### src/rtl/wfir_pkg.sv
package wfir_pkg;

  // Tap count and coefficient scaling are fixed by the wavelet kernel.
  localparam int NTAPS       = 4;
  localparam int COEF_W      = 18;
  localparam int COEF_FRAC_W = 14;

  // Kernel constants in tap order, rounded to the nearest step of 2^-14.
  function automatic logic signed [COEF_W-1:0] coef_of(input int k);
    logic signed [COEF_W-1:0] c;
    case (k)
      0:       c = -18'sd2120;
      1:       c =  18'sd3672;
      2:       c =  18'sd13705;
      default: c =  18'sd7913;
    endcase
    return c;
  endfunction

endpackage

### src/rtl/wfir_tap_mult.sv
// Constant multipliers, one per tap, each followed by its own product register.
module wfir_tap_mult #(
  parameter int DATA_W = 18,
  parameter int COEF_W = 18,
  parameter int NTAPS  = 4,
  localparam int PROD_W = DATA_W + COEF_W
) (
  input  logic                     clk,
  input  logic                     rst_n,
  input  logic                     en,
  input  logic signed [DATA_W-1:0] sample,
  output logic signed [PROD_W-1:0] prod_q [NTAPS]
);

  for (genvar k = 0; k < NTAPS; k++) begin : g_tap
    localparam logic signed [COEF_W-1:0] COEF = wfir_pkg::coef_of(k);

    logic signed [PROD_W-1:0] prod_d;

    always_comb begin
      prod_d = PROD_W'(sample) * PROD_W'(COEF);
    end

    always_ff @(posedge clk or negedge rst_n) begin
      if (!rst_n) begin
        prod_q[k] <= '0;
      end else if (en) begin
        prod_q[k] <= prod_d;
      end
    end
  end

endmodule

### src/rtl/wfir_tchain.sv
// Transposed accumulation chain: delay registers hold the partial sums of the later taps.
module wfir_tchain #(
  parameter int PROD_W = 36,
  parameter int ACC_W  = 38,
  parameter int NTAPS  = 4,
  localparam int NDLY  = NTAPS - 1
) (
  input  logic                     clk,
  input  logic                     rst_n,
  input  logic                     en,
  input  logic signed [PROD_W-1:0] prod [NTAPS],
  output logic signed [ACC_W-1:0]  sum_full
);

  // Entry j holds the partial sum of taps j+1 .. NTAPS-1.
  logic signed [ACC_W-1:0] part_q [NDLY];
  logic signed [ACC_W-1:0] part_d [NDLY];

  for (genvar j = 0; j < NDLY; j++) begin : g_dly
    if (j == NDLY - 1) begin : g_last
      always_comb begin
        part_d[j] = ACC_W'(prod[j+1]);
      end
    end else begin : g_mid
      always_comb begin
        part_d[j] = ACC_W'(prod[j+1]) + part_q[j+1];
      end
    end

    always_ff @(posedge clk or negedge rst_n) begin
      if (!rst_n) begin
        part_q[j] <= '0;
      end else if (en) begin
        part_q[j] <= part_d[j];
      end
    end
  end

  always_comb begin
    sum_full = ACC_W'(prod[0]) + part_q[0];
  end

endmodule

### src/rtl/wfir_round_sat.sv
// Rounds the full-precision sum to the sample scale, clamps it and registers it.
module wfir_round_sat #(
  parameter int ACC_W  = 38,
  parameter int DATA_W = 18,
  parameter int SHIFT  = 14
) (
  input  logic                     clk,
  input  logic                     rst_n,
  input  logic                     en,
  input  logic signed [ACC_W-1:0]  sum_full,
  output logic signed [DATA_W-1:0] out_q
);

  localparam logic signed [ACC_W-1:0] HALF = ACC_W'(1) <<< (SHIFT - 1);
  localparam logic signed [ACC_W-1:0] MAXV = ACC_W'((64'sd1 <<< (DATA_W - 1)) - 64'sd1);
  localparam logic signed [ACC_W-1:0] MINV = -ACC_W'(64'sd1 <<< (DATA_W - 1));

  logic signed [ACC_W-1:0]  rounded;
  logic signed [DATA_W-1:0] out_d;

  always_comb begin
    rounded = (sum_full + HALF) >>> SHIFT;
    if (rounded > MAXV) begin
      out_d = MAXV[DATA_W-1:0];
    end else if (rounded < MINV) begin
      out_d = MINV[DATA_W-1:0];
    end else begin
      out_d = rounded[DATA_W-1:0];
    end
  end

  always_ff @(posedge clk or negedge rst_n) begin
    if (!rst_n) begin
      out_q <= '0;
    end else if (en) begin
      out_q <= out_d;
    end
  end

endmodule

### src/rtl/wavelet_fir_tr.sv
// Top: reset release synchroniser, valid pipeline, product stage, chain and output stage.
module wavelet_fir_tr #(
  parameter int DATA_W  = 18,
  parameter int GUARD_W = 2
) (
  input  logic              clk,
  input  logic              rst_n,
  input  logic              in_valid,
  input  logic [DATA_W-1:0] in_data,
  output logic              out_valid,
  output logic [DATA_W-1:0] out_data
);

  localparam int NTAPS  = wfir_pkg::NTAPS;
  localparam int COEF_W = wfir_pkg::COEF_W;
  localparam int PROD_W = DATA_W + COEF_W;
  localparam int ACC_W  = PROD_W + GUARD_W;

  // Reset: asserted asynchronously, released after two clock edges.
  logic rst_meta_q;
  logic rst_sync_n;

  always_ff @(posedge clk or negedge rst_n) begin
    if (!rst_n) begin
      rst_meta_q <= 1'b0;
      rst_sync_n <= 1'b0;
    end else begin
      rst_meta_q <= 1'b1;
      rst_sync_n <= rst_meta_q;
    end
  end

  // Valid flags for the product stage and the output stage.
  logic v1_q, v1_d;
  logic v2_q, v2_d;

  always_comb begin
    v1_d = in_valid;
    v2_d = v1_q;
  end

  always_ff @(posedge clk or negedge rst_sync_n) begin
    if (!rst_sync_n) begin
      v1_q <= 1'b0;
      v2_q <= 1'b0;
    end else begin
      v1_q <= v1_d;
      v2_q <= v2_d;
    end
  end

  logic signed [PROD_W-1:0] prod_q [NTAPS];
  logic signed [ACC_W-1:0]  sum_full;
  logic signed [DATA_W-1:0] res_q;

  wfir_tap_mult #(
    .DATA_W (DATA_W),
    .COEF_W (COEF_W),
    .NTAPS  (NTAPS)
  ) u_mult (
    .clk    (clk),
    .rst_n  (rst_sync_n),
    .en     (in_valid),
    .sample ($signed(in_data)),
    .prod_q (prod_q)
  );

  wfir_tchain #(
    .PROD_W (PROD_W),
    .ACC_W  (ACC_W),
    .NTAPS  (NTAPS)
  ) u_chain (
    .clk      (clk),
    .rst_n    (rst_sync_n),
    .en       (v1_q),
    .prod     (prod_q),
    .sum_full (sum_full)
  );

  wfir_round_sat #(
    .ACC_W  (ACC_W),
    .DATA_W (DATA_W),
    .SHIFT  (wfir_pkg::COEF_FRAC_W)
  ) u_out (
    .clk      (clk),
    .rst_n    (rst_sync_n),
    .en       (v1_q),
    .sum_full (sum_full),
    .out_q    (res_q)
  );

  assign out_valid = v2_q;
  assign out_data  = res_q;

endmodule

### config.mk
export PLATFORM = sky130hd
export DESIGN_NAME = wavelet_fir_tr
export DESIGN_NICKNAME = d
export VERILOG_FILES = /design/src/rtl/wfir_pkg.sv /design/src/rtl/wfir_tap_mult.sv /design/src/rtl/wfir_tchain.sv /design/src/rtl/wfir_round_sat.sv /design/src/rtl/wavelet_fir_tr.sv
export SDC_FILE = /design/constraint.sdc
export NUM_CORES = 2
export LEC_CHECK = 0
export CELL_PAD_IN_SITES_DETAIL_PLACEMENT = 0
export CELL_PAD_IN_SITES_GLOBAL_PLACEMENT = 2
export CORE_ASPECT_RATIO = 0.5
export CORE_MARGIN = 1.5
export CORE_UTILIZATION = 47
export CTS_CLUSTER_SIZE = 8
export DETAILED_ROUTE_END_ITERATION = 12
export PLACE_DENSITY_LB_ADDON = 0.1
export SETUP_SLACK_MARGIN = 0.4
export SLEW_MARGIN = 0
export SYNTH_ARGS = -nofsm -noshare
export SYNTH_HDL_FRONTEND = slang
export SYNTH_SLANG_ARGS = --single-unit
### constraint.sdc
create_clock -name clk -period 12.7 [get_ports clk]
set_clock_uncertainty 0.05 [all_clocks]
set_input_delay 2.54 -clock clk [delete_from_list [all_inputs] [get_ports clk]]
set_output_delay 2.54 -clock clk [all_outputs]
set_load 0.01 [all_outputs]
==> results <==
- The sum of negative setup slack is 0 ps.
- The placed wire-length estimate is 76,400 µm.
- The number of primary I/O pins is 40.
- The number of setup violations in the final report is 0.
- The element type at the critical path end is a flip-flop.
- The total of flip-flops plus latches after synthesis is 233.
- After filler insertion, the fill cell instance count of the layout stands at 5,933.
- The worst reg2reg path startpoint is u_mult.prod_q[115].
- The first global-routing pass estimated 138,000 µm of wire.
- The number of standard-cell rows in the floorplan is 65.
- The max-slew violation total from the final report is 0.
- The residual DRC count is 0.
- The quantity of I/O buffers inserted on ports is 39.
- Compared with the post-synthesis result, the final layout area differs by 7.82%.
- Counting both buffers and inverters, the worst setup path holds a total of 3.
- Entering global routing, the biggest net connects 83 pins.
- Hold repair after CTS inserted 0 buffers.
- For the worst-skew pair, the clock arrives at the later sink with an insertion delay of 540 ps.
- Of all nets on the critical path, the largest fanout is 19.
- The tightest slew margin relative to the limit is 25.6%.
- Ranked by total cell area, the synthesized netlist is headed by sky130_fd_sc_hd__ha_1 21%, sky130_fd_sc_hd__fa_1 21%, sky130_fd_sc_hd__dfrtp_1 19%.
- The endpoint arrival time on the critical path is 9690 ps.
- The per-cell routed wire length is 23.1 µm.
- The path with the worst hold slack has its endpoint at rst_sync_n.
- The kind of launch point of the worst setup path is a primary input.
- The total area inside the core boundary comes to 63,300 µm².
- The cell taking the most area after synthesis is sky130_fd_sc_hd__ha_1.
- The run finished with clean final reports.
- Clock tree synthesis inserted a total of 35 buffers.
- The post-layout minimum cycle time is 9330 ps.
- Once the floorplan was initialized, standard cells occupied 47.7% of the core.
- The part of the Yosys area used for sequential elements is 19.3%.
- The total number of H-tree levels is 2.
- The clock passes through at most 3 buffers.
- The class of the most critical setup path is primary input to flip-flop.
- The critical path's largest stage delay is 1000 ps.
- The number of max-cap violations is 0.
- The die is 361 µm wide.
- The area used by sequential logic in the layout is 5840 µm².
- Counting distinct cell types in the post-synthesis netlist gives 75.
- The netlist area before placement is 30,200 µm².
- The detailed router finished its first iteration with 1,592 violations.
- The pin slew with the least headroom to its limit is 1110 ps.
- The top flip-flop cell by instance count after synthesis is sky130_fd_sc_hd__dfrtp_1.
- TritonCTS built the clock tree.
- Traced cell by cell, the critical path runs through clkdlybuf4s50_1, ha_1, xor2_1, ha_1, inv_1, fa_1, fa_1, inv_1, fa_1, ha_1, ha_1, and3_1, o211ai_1, a21o_1, a31oi_1, a22o_1, o31a_1, or4_1, a31oi_1, xnor2_1, mux2_2.
- sky130_fd_sc_hd__inv_1 is the most common cell in the netlist.
- The number of warnings printed during yosys synthesis is 0.
- The final-report hold violation count is 0.
- The most numerous cell on the critical path is sky130_fd_sc_hd__ha_1.
- Clock-pin slew was measured on the worst setup and hold paths at 50 ps.
- The net count of the mapped netlist is 3,890.
- Setup repair after global routing left no endpoint under its margin.
- The area of the die is 65,900 µm².
- The cell count of the worst hold path is 0.
- The cell type of the slowest stage on the worst timing path is sky130_fd_sc_hd__clkdlybuf4s50_1.
- The via count of the first global-routing pass is 21,700.
- Buffers added to address setup during post-CTS repair amount to 0.
- The final net count is 3,936.
- By count the netlist is led by 617 x sky130_fd_sc_hd__inv_1, 503 x sky130_fd_sc_hd__ha_1, 312 x sky130_fd_sc_hd__fa_1, 233 x sky130_fd_sc_hd__dfrtp_1, 168 x sky130_fd_sc_hd__mux2_2.
- The async set-reset flop share out of synthesis is 100%.
- The total via count after detailed routing is 21,400.
- The number of flops mapped to enable cells by yosys is 0.
- Summed over all layers, the routed wires come to 91,200 µm.
- The root buffer cell chosen for the clock tree is sky130_fd_sc_hd__clkbuf_16.
- The worst path uses 73.5% of the clock period.
- The chip height is 182 µm.
- The number of gates given a new drive strength after cts is 0.
- Each instance of the synthesized netlist takes up on average 9.89 µm².
- The gate count after technology mapping is 3,054.
- The global-route usage over all layers is 28.4%.
- The worst register-to-register path has a depth of 13.
- The startpoint identified for the worst hold timing path is rst_meta_q.
- The worst register-to-register path has a setup slack of 8430 ps.
- The maximum achievable frequency is 107 MHz.
- The detailed-route vias per instance is 5.41.
- In this run the biggest area consumer among cell types represents 20.8% of the synthesized area.
- Of the cells placed in the final design, the portion with a size suffix greater than 1 is 8.46%.
- Before antenna repair, the detailed router went through 5 iterations.
- In this run the worst hold path is classified as flip-flop to flip-flop.
- Summed over all layers, the global routing overflow is 0.
- The number of antenna violations at the first check in global routing is 6.
- The multi-input combinational cells in the finished layout cover a total of 21,900 µm².
- The number of sinks driven by the clock tree is 233.
- In this run the critical register-to-register path is captured at u_out.out_q[12].
- At the end of routability-driven placement, the weighted congestion stood at 0.956.
- The critical path's top delay family is adder cells.
- The detail route stage leaves a number of antenna-violating nets equal to 0.
- The worst endpoint required time is 13,060 ps.
logic make-up after synthesis:
| group | count (synthesis) | synth area share, % |
|---|---|---|
| xor gates and xnor gates | 213 | 6.18 |
| adders and majority gates | 816 | 41.6 |
| AOI/OAI and AO/OA | 541 | 11.5 |
| other | 1 | 0.0124 |
| buffers and inverters | 668 | 8.31 |
| muxes | 176 | 6.55 |
| and+or+nand+nor | 406 | 6.62 |
| DFF | 233 | 19.3 |
state kept, by name, summed over array words and instances (netlist names):
name	cells
u_out.out_q	18
rst_meta_q	1
rst_sync_n	1
u_chain.part_q	98
v1_q	1
u_mult.prod_q	113
out_valid	1
worst max-delay path by stage:
| stage | slack [ps] | to | startpoint | cells past startpoint |
|---|---|---|---|---|
| 6_report | 3370 | u_mult.prod_q[67] | in_data[5] | 21 |
| 5_1_grt | 2940 | u_mult.prod_q[30] | in_data[6] | 22 |
| 4_1_cts | 3390 | u_mult.prod_q[30] | in_data[6] | 24 |
| 3_5_place_dp | 2860 | u_mult.prod_q[30] | in_data[6] | 24 |
| 3_3_place_gp | 2960 | u_mult.prod_q[30] | in_data[6] | 24 |
| 2_1_floorplan | 4480 | u_mult.prod_q[29] | in_data[16] | 22 |
per-layer routing:
| metal | vias up | routed length [µm] | global-route usage [%] |
|---|---|---|---|
| met5 | - | 211 | 2.32 |
| met4 | 2 | 735 | 3.51 |
| met3 | 52 | 8660 | 9.32 |
| met2 | 562 | 30400 | 33.8 |
| met1 | 10500 | 51200 | 47.7 |
| li1 | 10200 | - | - |
worst register-to-register path, delay by kind of cell, from the launching register on:
family / cells / cell delay, ps
multiplexers: 1 / 200
adder cells (fa/ha/maj): 2 / 610
AND/OR/NAND/NOR: 1 / 250
AO/OA/AOI/OAI: 9 / 2660
flip-flops: 1 / 420
through the flow:
stage	worst slack (ps)	hold WS, ps	utilization, %	instance area, µm²	instances
finish	3370	299	51.5	32600	3948
global route	2940	327	51.5	32600	3948
CTS	3390	302	51.4	32600	3944
detailed placement	2860	294	49.9	31600	3900
global placement	2960	289	49.9	31600	3900
floorplan	4480	281	-	30200	3054
area by class of cell:
| type | instances | share of cell area, % |
|---|---|---|
| multi-input cells | 2153 | 67.1 |
| repair buffers | 60 | 1.66 |
| diodes | 4 | 0.0307 |
| clock buffers | 40 | 2.75 |
| well taps | 837 | 3.22 |
| flip-flops and latches | 233 | 17.9 |
| clock inverters | 4 | 0.173 |
| inverters | 617 | 7.11 |
cell usage in the layout (no fill, tap or decap), types with 24 or more instances in the layout:
cell type                           n
sky130_fd_sc_hd__inv_1            616
sky130_fd_sc_hd__ha_1             503
sky130_fd_sc_hd__fa_1             312
sky130_fd_sc_hd__dfrtp_1          231
sky130_fd_sc_hd__mux2_2           168
sky130_fd_sc_hd__a21oi_1          157
sky130_fd_sc_hd__xnor2_1          144
sky130_fd_sc_hd__nor2_1           120
sky130_fd_sc_hd__o21ai_0          114
sky130_fd_sc_hd__a21o_1            86
sky130_fd_sc_hd__nand2_1           84
sky130_fd_sc_hd__xor2_1            69
sky130_fd_sc_hd__clkdlybuf4s50_1   37
sky130_fd_sc_hd__nand3_1           35
sky130_fd_sc_hd__clkbuf_16         35
sky130_fd_sc_hd__nor3_1            33
sky130_fd_sc_hd__o21a_1            28
sky130_fd_sc_hd__nor2b_1           24
Power is not shown: default switching activity piles up to over one toggle a cycle in this logic, so the estimate is an artifact.
